==> src/rtl/uot_pkg.sv <==
package uot_pkg;
  localparam int unsigned STAGES_DEFAULT = 5;
  typedef enum logic [1:0] {
    CNT_HOLD = 2'd0,
    CNT_UP   = 2'd1,
    CNT_DOWN = 2'd2
  } cnt_op_e;
endpackage

==> src/rtl/uot_stage_mask.sv <==
module uot_stage_mask #(
  parameter int unsigned NUM_STAGES = 5
) (
  input  logic [NUM_STAGES-1:0] en_i,
  output logic [NUM_STAGES-1:0] reach_o,
  output logic [NUM_STAGES-1:0] first_oh_o,
  output logic [NUM_STAGES-1:0] last_oh_o
);
  logic [NUM_STAGES-1:0] below;

  generate
    for (genvar i = 0; i < NUM_STAGES; i++) begin : g_mask
      if (i == NUM_STAGES - 1) begin : g_top
        assign reach_o[i]   = en_i[i];
        assign last_oh_o[i] = en_i[i];
      end else begin : g_mid
        assign reach_o[i]   = en_i[i] | reach_o[i+1];
        assign last_oh_o[i] = en_i[i] & ~reach_o[i+1];
      end
      if (i == 0) begin : g_bot
        assign below[i] = 1'b0;
      end else begin : g_up
        assign below[i] = below[i-1] | en_i[i-1];
      end
      assign first_oh_o[i] = en_i[i] & ~below[i];
    end
  endgenerate
endmodule

==> src/rtl/uot_sem_counter.sv <==
module uot_sem_counter
  import uot_pkg::*;
#(
  parameter int unsigned CNT_W = 8
) (
  input  logic             clk,
  input  logic             rst,
  input  logic             inc_i,
  input  logic             dec_i,
  output logic [CNT_W-1:0] level_o,
  output logic             ovf_o,
  output logic             unf_o
);
  localparam logic [CNT_W-1:0] MAX_V = {CNT_W{1'b1}};
  cnt_op_e op;
  logic [CNT_W-1:0] cnt_q;

  always_comb begin
    op = CNT_HOLD;
    if (inc_i && !dec_i) op = CNT_UP;
    else if (dec_i && !inc_i) op = CNT_DOWN;
  end

  assign ovf_o = (op == CNT_UP) && (cnt_q == MAX_V);
  assign unf_o = (op == CNT_DOWN) && (cnt_q == '0);

  always_ff @(posedge clk) begin
    if (rst) cnt_q <= '0;
    else if (op == CNT_UP && !ovf_o) cnt_q <= cnt_q + 1'b1;
    else if (op == CNT_DOWN && !unf_o) cnt_q <= cnt_q - 1'b1;
  end

  assign level_o = cnt_q;
endmodule

==> src/rtl/uot_flush_queue.sv <==
module uot_flush_queue #(
  parameter int unsigned PEND_W = 8
) (
  input  logic clk,
  input  logic rst,
  input  logic push_i,
  input  logic ready_i,
  output logic valid_o,
  output logic fire_o,
  output logic ovf_o
);
  localparam logic [PEND_W-1:0] MAX_P = {PEND_W{1'b1}};
  logic [PEND_W-1:0] pend_q;

  assign valid_o = (pend_q != '0);
  assign fire_o  = valid_o && ready_i;
  assign ovf_o   = push_i && !fire_o && (pend_q == MAX_P);

  always_ff @(posedge clk) begin
    if (rst) pend_q <= '0;
    else if (push_i && !fire_o && !ovf_o) pend_q <= pend_q + 1'b1;
    else if (fire_o && !push_i) pend_q <= pend_q - 1'b1;
  end
endmodule

==> src/rtl/uot_order_tracker.sv <==
module uot_order_tracker #(
  parameter int unsigned NUM_STAGES = 5,
  parameter int unsigned CNT_W      = 8,
  parameter int unsigned PEND_W     = 8
) (
  input  logic                        clk,
  input  logic                        rst,
  input  logic                        cfg_wr_i,
  input  logic [NUM_STAGES-1:0]       cfg_en_i,
  input  logic [NUM_STAGES-1:0]       req_rcv_i,
  input  logic [NUM_STAGES-1:0]       req_done_i,
  input  logic                        prim_valid_i,
  input  logic                        prim_coh_i,
  output logic                        flush_valid_o,
  input  logic                        flush_ready_i,
  output logic [NUM_STAGES-1:0]       stall_o,
  output logic [NUM_STAGES*CNT_W-1:0] sem_level_o,
  output logic                        err_ovf_o,
  output logic                        err_unf_o,
  output logic                        err_cfg_o
);
  logic [NUM_STAGES-1:0] en_q;
  logic [NUM_STAGES-1:0] reach, first_oh, last_oh;
  logic [NUM_STAGES-1:0] s_ovf, s_unf;
  logic                  fire, q_ovf, done_hit, all_zero, coh_q;
  logic [CNT_W-1:0]      first_lvl;

  uot_stage_mask #(.NUM_STAGES(NUM_STAGES)) u_mask (
    .en_i(en_q), .reach_o(reach), .first_oh_o(first_oh), .last_oh_o(last_oh)
  );

  generate
    for (genvar i = 0; i < NUM_STAGES; i++) begin : g_sem
      uot_sem_counter #(.CNT_W(CNT_W)) u_sem (
        .clk(clk), .rst(rst),
        .inc_i(req_rcv_i[i] & reach[i]),
        .dec_i(fire & reach[i]),
        .level_o(sem_level_o[i*CNT_W +: CNT_W]),
        .ovf_o(s_ovf[i]), .unf_o(s_unf[i])
      );
    end
  endgenerate

  assign done_hit = |(req_done_i & last_oh);

  uot_flush_queue #(.PEND_W(PEND_W)) u_fq (
    .clk(clk), .rst(rst), .push_i(done_hit), .ready_i(flush_ready_i),
    .valid_o(flush_valid_o), .fire_o(fire), .ovf_o(q_ovf)
  );

  always_comb begin
    all_zero  = (sem_level_o == '0);
    first_lvl = '0;
    for (int i = 0; i < NUM_STAGES; i++)
      first_lvl = first_lvl | (sem_level_o[i*CNT_W +: CNT_W] & {CNT_W{first_oh[i]}});
  end

  always_ff @(posedge clk) begin
    if (rst) begin
      en_q      <= '0;
      coh_q     <= 1'b0;
      err_ovf_o <= 1'b0;
      err_unf_o <= 1'b0;
      err_cfg_o <= 1'b0;
    end else begin
      if (cfg_wr_i) begin
        if (all_zero) en_q <= cfg_en_i;
        else err_cfg_o <= 1'b1;
      end
      if (prim_valid_i) coh_q <= prim_coh_i;
      else if (first_lvl == '0) coh_q <= 1'b0;
      if (|s_ovf || q_ovf) err_ovf_o <= 1'b1;
      if (|s_unf) err_unf_o <= 1'b1;
    end
  end

  assign stall_o = first_oh & {NUM_STAGES{coh_q && (first_lvl != '0)}};
endmodule

==> config.mk <==
export PLATFORM = sky130hd
export DESIGN_NAME = uot_order_tracker
export DESIGN_NICKNAME = d
export VERILOG_FILES = /design/src/rtl/uot_pkg.sv /design/src/rtl/uot_stage_mask.sv /design/src/rtl/uot_sem_counter.sv /design/src/rtl/uot_flush_queue.sv /design/src/rtl/uot_order_tracker.sv
export SDC_FILE = /design/constraint.sdc
export NUM_CORES = 1
export LEC_CHECK = 0
export ABC_AREA = 1
export BUFFER_PORTS_ARGS = -buffer_cell sky130_fd_sc_hd__buf_4
export CORE_ASPECT_RATIO = 0.8
export CORE_UTILIZATION = 55
export DETAILED_ROUTE_END_ITERATION = 12
export PLACE_DENSITY = 0.87
export SLEW_MARGIN = 20
export SYNTH_ARGS = -nofsm -noshare
export SYNTH_HDL_FRONTEND = slang
export SYNTH_SLANG_ARGS = --single-unit
export TNS_END_PERCENT = 10
==> constraint.sdc <==
create_clock -name clk -period 2.9 [get_ports clk]
set_input_delay 0.29 -clock clk [delete_from_list [all_inputs] [get_ports clk]]
set_output_delay 0.29 -clock clk [all_outputs]
set_load 0.01 [all_outputs]
==> summary.md, run 1 <==
| Metric | Value |
|---|---|
| Sw Ratio | `50.4%` |
| Syn Area/Cell | `6.81 sq um` |
| Wire length per cell | `14.1 microns` |
| Dpl cells | `807` |
| Diodes inserted | `0` |
| Main synth FF type | `dfxtp_1` |
| Final setup viols | `0` |
| Worst setup SP type | `flip-flop` |
| Final hold vios | `0` |
| Via count | `4623` |
| Clk_lat worst skew | `0.36 ns` |
| H-tree depth | `3` |
| # IOs | `70` |
| VDD IR max | `1010 uV` |
| P_leak | `2.56 nW` |
| Largest stage delay, worst path | `0.40 ns` |
| Setup TNS Final | `0 ns` |
| Worst min path class | `input port to flip-flop` |
| Critical path, cell by cell | `nor2_1 > nand2_1 > o21ai_4 > nand2_1 > nor2_1 > inv_1 > ha_1 > a21oi_1 > nand2_1 > nand2_1 > nand3_1 > nand3b_1 > a21oi_1 > nor2_1` |
| FMAX | `0.377 GHz` |
| Buffers on Ports | `69` |
| Cell family with most CP delay | `simple AND/OR/NAND/NOR gates` |
| Worst Path Arrival | `2.91 ns` |
| Unrepaired setup endpoints after global routing | `false` |
| Async S/R FF share, synth | `0%` |
| Final Util | `68.6%` |
| Share of layout cells above drive strength 1 | `14.6%` |
| Synth top area share | `26.3%` |
| Cell-internal power | `3.15 mW` |
| Synth top area cells | `dfxtp_1, ha_1, nand2_1` |
| DRT iter0 DRCs | `345` |
| Area Growth Syn to Fin | `18.9%` |
| Clock tree from TritonCTS | `done` |
| # rows | `28` |
| Critical Path RT | `3.16 ns` |
| Synthesized instance count | `638` |
| Post-synth EDFFs | `0` |
| RePlAce Congestion | `0.928` |
| Non-filler cells in the finished layout | `822` |
| Netlist cell types | `32` |
| Vias in the first global route | `4304` |
| Combinational share of power | `66.8%` |
| Multi-input gate area in the final layout | `0.00289 sq mm` |
| Vias/cell | `5.62` |
| Most used cell, CP | `nand2_1` |
| Initial antenna violation count | `0` |
| Number of clock sinks | `57` |
| First-pass GRT wire length | `19300 microns` |
| Worst Tran Pin Value | `0.383 ns` |
| Syn Nets | `701` |
| Crit Path Class | `flip-flop to flip-flop` |
| Seq pwr share | `20.6%` |
| Crit path max fanout | `8` |
| Clock Tree Buf Depth | `2` |
| Area leader, netlist | `dfxtp_1` |
| Root Driver | `clkbuf_8` |
| Mapped cell area | `0.00435 sq mm` |
| Clk pwr share | `12.6%` |
| Post-route ant nets | `0` |
| Die height | `81.5 microns` |
| Pin count of the biggest net entering global routing | `55` |
| Outcome | `complete, no violations` |
| Grt total ovfl | `0` |
| Drt drc | `0` |
| Total area of sequential cells | `0.00114 sq mm` |
| CTS Buf Count | `9` |
| Synth Warn # | `0` |
| Final period demand of the worst path | `2.65 ns` |
| Final WL | `11600 microns` |
| Post-synth top cells | `nand2_1, nor2_1, a21oi_1` |
| Drt pass-1 iters | `5` |
| CP Capture Type | `flip-flop` |
| # fillers | `645` |
| Initial Util | `57.7%` |
| Post-DP HPWL | `8460 microns` |
| Final nets | `777` |
| Buf+Inv Stages, Crit Path | `1` |
| Die area | `0.00826 sq mm` |
| Slew headroom | `74.3%` |
| Max-cap check violation count | `0` |
| #FFs+latches synth | `57` |
| Core Area | `0.00753 sq mm` |
| Slowest CP cell | `ha_1` |
| GRT Resource Usage Total | `29.7%` |
| Pwr Density | `1230 mW/mm^2` |
| Net Sw Power | `3.20 mW` |
| Seq/Total Area, Yosys | `26.3%` |
| Die width | `101 microns` |
| Most frequent cell after synthesis | `nand2_1` |
| Worst clock skew | `0.00935 ns` |
| Slew Limit Fails | `0` |
| Clk slew on worst S/H paths | `0.07 ns` |
| Tcrit/Tclk final | `91.5%` |
-- final cells by class --
class	count	share of cell area, %
Tap cell	105	2.54
Clock inverter	2	0.726
Clock buffer	12	3.20
Timing Repair Buffer	75	10.9
Sequential cell	57	22.1
Multi-Input combinational cell	511	55.9
Inverter	60	4.62
-- state kept, by name (all words and copies together) (netlist names) --
| signal | cells |
|---|---|
| g_sem.u_sem.level_o | 40 |
| err_cfg_o | 1 |
| en_q | 5 |
| coh_q | 1 |
| u_fq.pend_q | 8 |
| err_unf_o | 1 |
| err_ovf_o | 1 |
-- cells in the final DEF (no fill, tap or decap), drive strengths merged --
cell type and instances:
o21bai 2, clkbuf 12, xnor2 18, bufinv 2, clkinvlp 1, ha 36
o22ai 1, nor2 114, a21o 7, buf 75, a21oi 60, o21ai 47
nand3 41, fa 6, inv 59, nand2 122, dfxtp 57, nor3 9
nand4 23, nand3b 6, a31oi 6, o211ai 1, xor2 12
-- routing by layer --
| layer | share of wire, % | routed length, microns | global-route usage, % | up-vias |
|---|---|---|---|---|
| met1 | 43 | 4980 | 36.7 | 2109 |
| li1 | - | - | - | 2298 |
| met3 | 6.5 | 748 | 6.13 | 27 |
| met4 | 2.3 | 270 | 11.4 | 0 |
| met5 | 0 | 0 | 0 | - |
| met2 | 48 | 5560 | 51.2 | 189 |
-- through the flow --
stage	hold WS, ns	worst slack (ns)	power, mW	area (sq um)
2_1_floorplan	0.359	0.549	4.54	4350
3_3_place_gp	0.489	0.362	5.34	4960
3_5_place_dp	0.492	0.210	5.44	4960
4_1_cts	0.123	0.194	6.28	5160
5_1_grt	0.132	0.0131	6.98	5170
6_report	0.124	0.246	6.34	5170
-- timing repair --
action | 4_1_cts | 5_1_grt
resized for setup | 0 | 1
hold endpoints to repair | 0 | 0
buffers inserted | 0 | 1
hold buffers | 0 | 0
endpoints found under the setup margin | 0 | 3
-- worst paths after layout --
check	startpoint	end	slack [ns]	depth (start not counted)
max	u_fq.pend_q[3]	g_sem[2].u_sem.level_o[7]	0.25	14
min reg2reg	err_cfg_o	err_cfg_o	0.50	2
min	rst	err_cfg_o	0.12	2
max reg2reg	u_fq.pend_q[3]	g_sem[2].u_sem.level_o[7]	0.25	14
-- power groups by stage --
stage / clock (mW) / combinational [mW] / sequential (mW)
2_1_floorplan: 0 / 3.23 / 1.31
5_1_grt: 0.837 / 4.80 / 1.34
3_3_place_gp: 0 / 4.04 / 1.30
3_5_place_dp: 0 / 4.13 / 1.31
6_report: 0.801 / 4.24 / 1.30
4_1_cts: 0.803 / 4.18 / 1.30
-- cell families after synthesis --
family / Yosys count / share of synthesized area [%]
flip-flops: 57 / 26.3
buffers and inverters: 70 / 7.26
AND/OR/NAND/NOR: 315 / 32.0
AO/OA/AOI/OAI: 124 / 15.3
adder cells (fa/ha/maj): 42 / 13.1
XOR/XNOR: 30 / 6.05
Note: power is estimated with default switching activity, not from simulation.
==> run 2: changes to the inputs <==
--- a/config.mk
+++ b/config.mk
@@ -10,9 +10,11 @@
 export CORE_ASPECT_RATIO = 0.8
 export CORE_UTILIZATION = 55
 export DETAILED_ROUTE_END_ITERATION = 12
-export PLACE_DENSITY = 0.87
+export HOLD_SLACK_MARGIN = 0.05
+export PLACE_DENSITY = 0.86
 export SLEW_MARGIN = 20
 export SYNTH_ARGS = -nofsm -noshare
 export SYNTH_HDL_FRONTEND = slang
+export SYNTH_HIERARCHICAL = 1
 export SYNTH_SLANG_ARGS = --single-unit
 export TNS_END_PERCENT = 10
==> summary.md, run 2 <==
| Metric | Value |
|---|---|
| # fillers | `732` |
| Unrepaired setup endpoints after global routing | `true` |
| Clk_lat worst skew | `0.34 ns` |
| Core Area | `0.00813 sq mm` |
| Area leader, netlist | `dfxtp_1` |
| Total area of sequential cells | `0.00114 sq mm` |
| Pwr Density | `1340 mW/mm^2` |
| Non-filler cells in the finished layout | `947` |
| Root Driver | `clkbuf_8` |
| Vias/cell | `5.29` |
| Final period demand of the worst path | `2.64 ns` |
| Setup slack after layout | `0.265 ns` |
| Multi-input gate area in the final layout | `0.00322 sq mm` |
| Most frequent cells in the layout | `nand2_1, nor2_1, inv_1` |
| P_leak | `2.78 nW` |
| Drt drc | `0` |
| Vias in the first global route | `4413` |
| Cts hold-fix bufs | `0` |
| Worst reg2reg setup slack | `0.26 ns` |
| #FFs+latches synth | `57` |
| Max reg flops | `40` |
| Worst Path Arrival | `2.87 ns` |
| Die width | `106 microns` |
| Wire length per cell | `12.9 microns` |
| Crit path max fanout | `9` |
| Die area | `0.00900 sq mm` |
| Worst clock skew | `0.00980 ns` |
| Synthesized instance count | `762` |
| Clk slew on worst S/H paths | `0.07 ns` |
| Buffers on Ports | `69` |
| Die height | `85.1 microns` |
| Post-synth top cells | `nand2_1, nor2_1, inv_1` |
| Pre-CTS setup slack | `0.282 ns` |
| Slowest CP cell | `ha_1` |
| Mapped cell area | `0.00474 sq mm` |
| Overall power consumption | `7.38 mW` |
| Worst setup SP type | `flip-flop` |
| FMAX | `0.379 GHz` |
| Syn Nets | `825` |
| Share of layout cells above drive strength 1 | `15.3%` |
| Number of clock sinks | `57` |
| Syn Area/Cell | `6.22 sq um` |
| Worst Tran Pin Value | `0.391 ns` |
| Clock Tree Buf Depth | `2` |
| Most used cell, CP | `nand2_1` |
| Final WL | `12200 microns` |
| Worst min path class | `input port to flip-flop` |
| Via count | `5012` |
| Final setup viols | `0` |
| Critical Path RT | `3.14 ns` |
| Async S/R FF share, synth | `0%` |
| Post-CTS Repair Setup Buffers | `0` |
| Initial Util | `58.4%` |
| Slew Limit Fails | `0` |
| Most frequent cell after synthesis | `nand2_1` |
| Seq/Total Area, Yosys | `24.1%` |
| Reg-to-Reg Start | `en_q[4]` |
| Clock tree from TritonCTS | `done` |
| Main synth FF type | `dfxtp_1` |
| Worst hold path depth | `3` |
| Critical path, cell by cell | `nor2_4 > nand3_2 > nor2_2 > nand2_1 > nand2_1 > a221oi_1 > nand2_1 > nand3_2 > ha_1 > or2_0 > nand2_1 > nor2_1 > nor2_1 > nand2_1 > a21oi_1 > nor2_1` |
| Crit Path Class | `flip-flop to flip-flop` |
| Initial antenna violation count | `0` |
| Drt pass-1 iters | `5` |
| Area Growth Syn to Fin | `16.2%` |
| GRT Resource Usage Total | `28.1%` |
| Post-route ant nets | `0` |
| Pin count of the biggest net entering global routing | `14` |
| H-tree depth | `3` |
| Post-DP HPWL | `9460 microns` |
| Post-synth EDFFs | `0` |
| CP Capture Type | `flip-flop` |
| Netlist cell types | `34` |
| Diodes inserted | `0` |
| Max-cap check violation count | `0` |
| Slew headroom | `73.7%` |
| RePlAce Congestion | `0.973` |
| # IOs | `70` |
| First-pass GRT wire length | `20400 microns` |
| Grt total ovfl | `0` |
| Hold_sp | `cfg_en_i[2]` |
| Largest stage delay, worst path | `0.44 ns` |
| Synth Warn # | `6` |
| DRT iter0 DRCs | `304` |
| Final nets | `897` |
| Tcrit/Tclk final | `90.9%` |
| Synth top area cells | `dfxtp_1, nand2_1, nor2_1` |
| RR Endpoint | `u_fq/pend_q[7]` |
| Most common cell after layout, fill and taps aside | `nand2_1` |
| Hold Path End | `en_q[2]` |
| R2R depth | `16` |
| Synth top area share | `24.1%` |
| Hold WS | `0.177 ns` |
| # rows | `29` |
| Final hold vios | `0` |
| Setup TNS Final | `0 ns` |
| CTS Buf Count | `9` |
| VDD IR max | `765 uV` |
| Outcome | `complete, no violations` |
| Dpl cells | `931` |
run 2: worst max-delay path by stage:
stage,to,slack [ns],from,cells past startpoint
2_1_floorplan,g_sem[1].u_sem/level_o[7],0.62,u_fq/pend_q[0],16
3_3_place_gp,g_sem[1].u_sem/level_o[5],0.39,u_fq/pend_q[5],16
4_1_cts,u_fq/pend_q[7],0.26,en_q[4],16
6_report,u_fq/pend_q[7],0.26,en_q[4],16
5_1_grt,u_fq/pend_q[7],-0.008,en_q[4],17
3_5_place_dp,u_fq/pend_q[7],0.28,en_q[4],16
run 2: where the power goes:
| part | switching (mW) | internal [mW] |
|---|---|---|
| combinational | 3.29 | 1.97 |
| clock | 0.331 | 0.401 |
| sequential | 0.362 | 1.02 |
run 2: kinds of logic after synthesis:
group / share of synthesized area, %
buffers and inverters: 8.05
xor gates and xnor gates: 3.51
DFF: 24.1
and+or+nand+nor: 39.8
AOI/OAI and AO/OA: 12.5
adders and majority gates: 12.0
run 2: layout make-up:
cell class	instances	area share, %
timing repair buffer	69	9.40
clock inverter	2	0.182
clock buffer	14	3.32
tap	108	2.45
multi-input combinational	617	58.4
inverter	80	5.50
sequential	57	20.7
run 2: timing repair:
item                                   in CTS  in global routing
endpoints found under the hold margin       0                  0
setup endpoints to repair                   0                  1
gates resized for setup                     0                  1
run 2: metrics by stage:
stage,utilization (%),cell area (sq um)
2_1_floorplan,-,4740
3_3_place_gp,65.4,5320
3_5_place_dp,65.4,5320
4_1_cts,67.8,5510
5_1_grt,67.8,5510
6_report,67.8,5510
run 2: worst max-delay path: cells and delay by family, from the launching register on:
| family | cells | cell delay, ns |
|---|---|---|
| simple gates | 13 | 1.49 |
| fa+ha+maj | 1 | 0.44 |
| flops | 1 | 0.39 |
| compound gates | 2 | 0.20 |
run 2: metal layers:
metal  global-route usage [%]  part of all wire, %  up-vias
li1                         -                    -     2597
met1                     36.8                   46     2253
met2                     46.7                   46      142
met3                     6.22                  6.3       20
met4                     8.21                  1.6        0
met5                        0                    0        -
==> run 3: changes to the inputs <==
--- a/config.mk
+++ b/config.mk
@@ -8,10 +8,11 @@
 export ABC_AREA = 1
 export BUFFER_PORTS_ARGS = -buffer_cell sky130_fd_sc_hd__buf_4
 export CORE_ASPECT_RATIO = 0.8
-export CORE_UTILIZATION = 55
+export CORE_UTILIZATION = 53
 export DETAILED_ROUTE_END_ITERATION = 12
 export HOLD_SLACK_MARGIN = 0.05
-export PLACE_DENSITY = 0.86
+export PLACE_DENSITY = 0.87
+export SETUP_SLACK_MARGIN = 0.1
 export SLEW_MARGIN = 20
 export SYNTH_ARGS = -nofsm -noshare
 export SYNTH_HDL_FRONTEND = slang
==> constraint.sdc (replaced) <==
create_clock -name clk -period 2.35 [get_ports clk]
set_input_delay 0.235 -clock clk [delete_from_list [all_inputs] [get_ports clk]]
set_output_delay 0.235 -clock clk [all_outputs]
set_load 0.01 [all_outputs]
==> summary.md, run 3 (same netlist as run 2, synthesis figures left out) <==
| Metric | Value |
|---|---|
| Vias/cell | `5.70` |
| VDD IR max | `948 uV` |
| Grt total ovfl | `0` |
| Final hold vios | `0` |
| Max reg flops | `40` |
| Number of clock sinks | `57` |
| Hold WS | `0.107 ns` |
| Initial antenna violation count | `0` |
| Worst Tran Pin Value | `0.471 ns` |
| Post-Layout Inst Area | `0.00687 sq mm` |
| Most used cell, CP | `nand2_1` |
| GRT Resource Usage Total | `32.3%` |
| # fillers | `550` |
| Drt drc | `0` |
| Worst Path Arrival | `2.70 ns` |
| Crit Path Class | `flip-flop to flip-flop` |
| Vias in the first global route | `5117` |
| Slew headroom | `68.3%` |
| Clock Tree Buf Depth | `2` |
| Most frequent cells in the layout | `nor2_1, nand2_1, buf_4` |
| Final setup viols | `13` |
| Placed Area | `0.00581 sq mm` |
| Final period demand of the worst path | `2.44 ns` |
| Failing checks | `negative setup slack` |
| Die width | `108 microns` |
| Diodes inserted | `0` |
| # IOs | `70` |
| Final WL | `16600 microns` |
| Worst setup SP type | `flip-flop` |
| Most common cell after layout, fill and taps aside | `nor2_1` |
| Setup TNS Final | `-0.571 ns` |
| Initial Util | `55.2%` |
| Die height | `86.6 microns` |
| Clk slew on worst S/H paths | `0.06 ns` |
| Buf+Inv Stages, Crit Path | `3` |
| CTS Buf Count | `9` |
| H-tree depth | `3` |
| Buffers on Ports | `69` |
| Worst clock skew | `0.00929 ns` |
| Pre-CTS setup slack | `-0.0917 ns` |
| Tcrit/Tclk final | `104%` |
| Largest stage delay, worst path | `0.34 ns` |
| Core Area | `0.00860 sq mm` |
| Cts hold-fix bufs | `0` |
| Non-filler cells in the finished layout | `1034` |
| Critical path, cell by cell | `nor2_2 > nand2_1 > o21ai_2 > inv_2 > nand2_1 > inv_1 > nor2_2 > nand2_4 > buf_4 > ha_4 > nand2_1 > nand2_1 > a21oi_4 > nand2_2 > nand2_2 > nand3_1 > nand2_1 > nor2_1` |
| Cell family with most CP delay | `simple AND/OR/NAND/NOR gates` |
| RePlAce Congestion | `0.919` |
| Post-route ant nets | `0` |
| Max-cap check violation count | `0` |
| Final nets | `982` |
| Critical Path RT | `2.61 ns` |
| Unrepaired setup endpoints after global routing | `true` |
| Root Driver | `clkbuf_8` |
| Drt pass-1 iters | `6` |
| # rows | `30` |
| Share of layout cells above drive strength 1 | `35.6%` |
| Crit path max fanout | `6` |
| DRT iter0 DRCs | `440` |
| Wire length per cell | `16.1 microns` |
| Dpl cells | `1000` |
| First-pass GRT wire length | `23600 microns` |
| FMAX | `0.410 GHz` |
| Clock tree from TritonCTS | `done` |
| Post-DP HPWL | `10100 microns` |
| Slew Limit Fails | `0` |
| Slowest CP cell | `dfxtp_2` |
| Clk_lat worst skew | `0.36 ns` |
| Die area | `0.00933 sq mm` |
| CP Capture Type | `flip-flop` |
| P_leak | `3.25 nW` |
| Via count | `5891` |
| Pwr Density | `1770 mW/mm^2` |
| Area Growth Syn to Fin | `44.9%` |
| Worst min path class | `input port to flip-flop` |
| Pin count of the biggest net entering global routing | `14` |
| Setup slack after layout | `-0.0901 ns` |
| Outcome | `finished with violations` |
-- run 3: changes by cell type in the layout (fill, tap and decap cells not counted), sizes merged --
cell and change:
buf +85, clkbuf -1, clkinv -1
-- run 3: power breakdown --
part           leakage, nW  switching, mW  internal [mW]
sequential           0.468          0.394           1.27
combinational         2.71           5.54           4.17
clock               0.0733          0.407          0.370
total                 3.25           6.34           5.81
-- run 3: repair_timing --
item                       4_1_cts  5_1_grt
setup endpoints to repair       38       40
pin swaps                       36       54
setup buffers                   12        8
gates resized for setup         57       88
cloned                           0        0
-- run 3: worst reg2reg max path, cell delays in order (launching register included) --
cell and delay (ns):
dfxtp_2 0.34, nor2_2 0.13, nand2_1 0.08, o21ai_2 0.17, inv_2 0.11, nand2_1 0.07
inv_1 0.05, nor2_2 0.15, nand2_4 0.11, buf_4 0.16, ha_4 0.23, nand2_1 0.08
nand2_1 0.09, a21oi_4 0.16, nand2_2 0.08, nand2_2 0.07, nand3_1 0.10, nand2_1 0.10
nor2_1 0.04
-- run 3: routing by layer --
metal  vias to the layer above  GRT usage [%]  routed length, microns
met3                        75           7.67                    1480
met4                         0           11.1                     639
met2                       340           53.5                    7940
met1                      2708           41.1                    6550
li1                       2768              -                       -
met5                         -              0                       0
-- run 3: stage by stage --
step / total power, mW / util [%]
6_report: 12.1 / 80.0
5_1_grt: 13.1 / 80.0
2_1_floorplan: 6.80 / -
3_5_place_dp: 8.89 / 67.6
3_3_place_gp: 8.69 / 67.6
4_1_cts: 10.5 / 74.6
-- run 3: path summary, 6_finish.rpt --
path,start,endpoint,slack [ns],depth (start not counted)
worst max-delay path,u_fq/pend_q[7],g_sem[4].u_sem/level_o[7],-0.09,18
worst min-delay path,cfg_en_i[4],en_q[4],0.11,3
worst max register to register,u_fq/pend_q[7],g_sem[4].u_sem/level_o[7],-0.09,18
worst min register to register,err_cfg_o,err_cfg_o,0.50,2
-- run 3: cell type report --
class                           instances  area [sq um]  share of cell area [%]
Tap cell                              112           140                    2.04
Inverter                               80           303                    4.40
Clock buffer                           13           139                    2.02
Clock inverter                          1          5.00                  0.0728
Timing Repair Buffer                  154          1210                    17.6
Multi-Input combinational cell        617          3930                    57.2
Sequential cell                        57          1150                    16.7
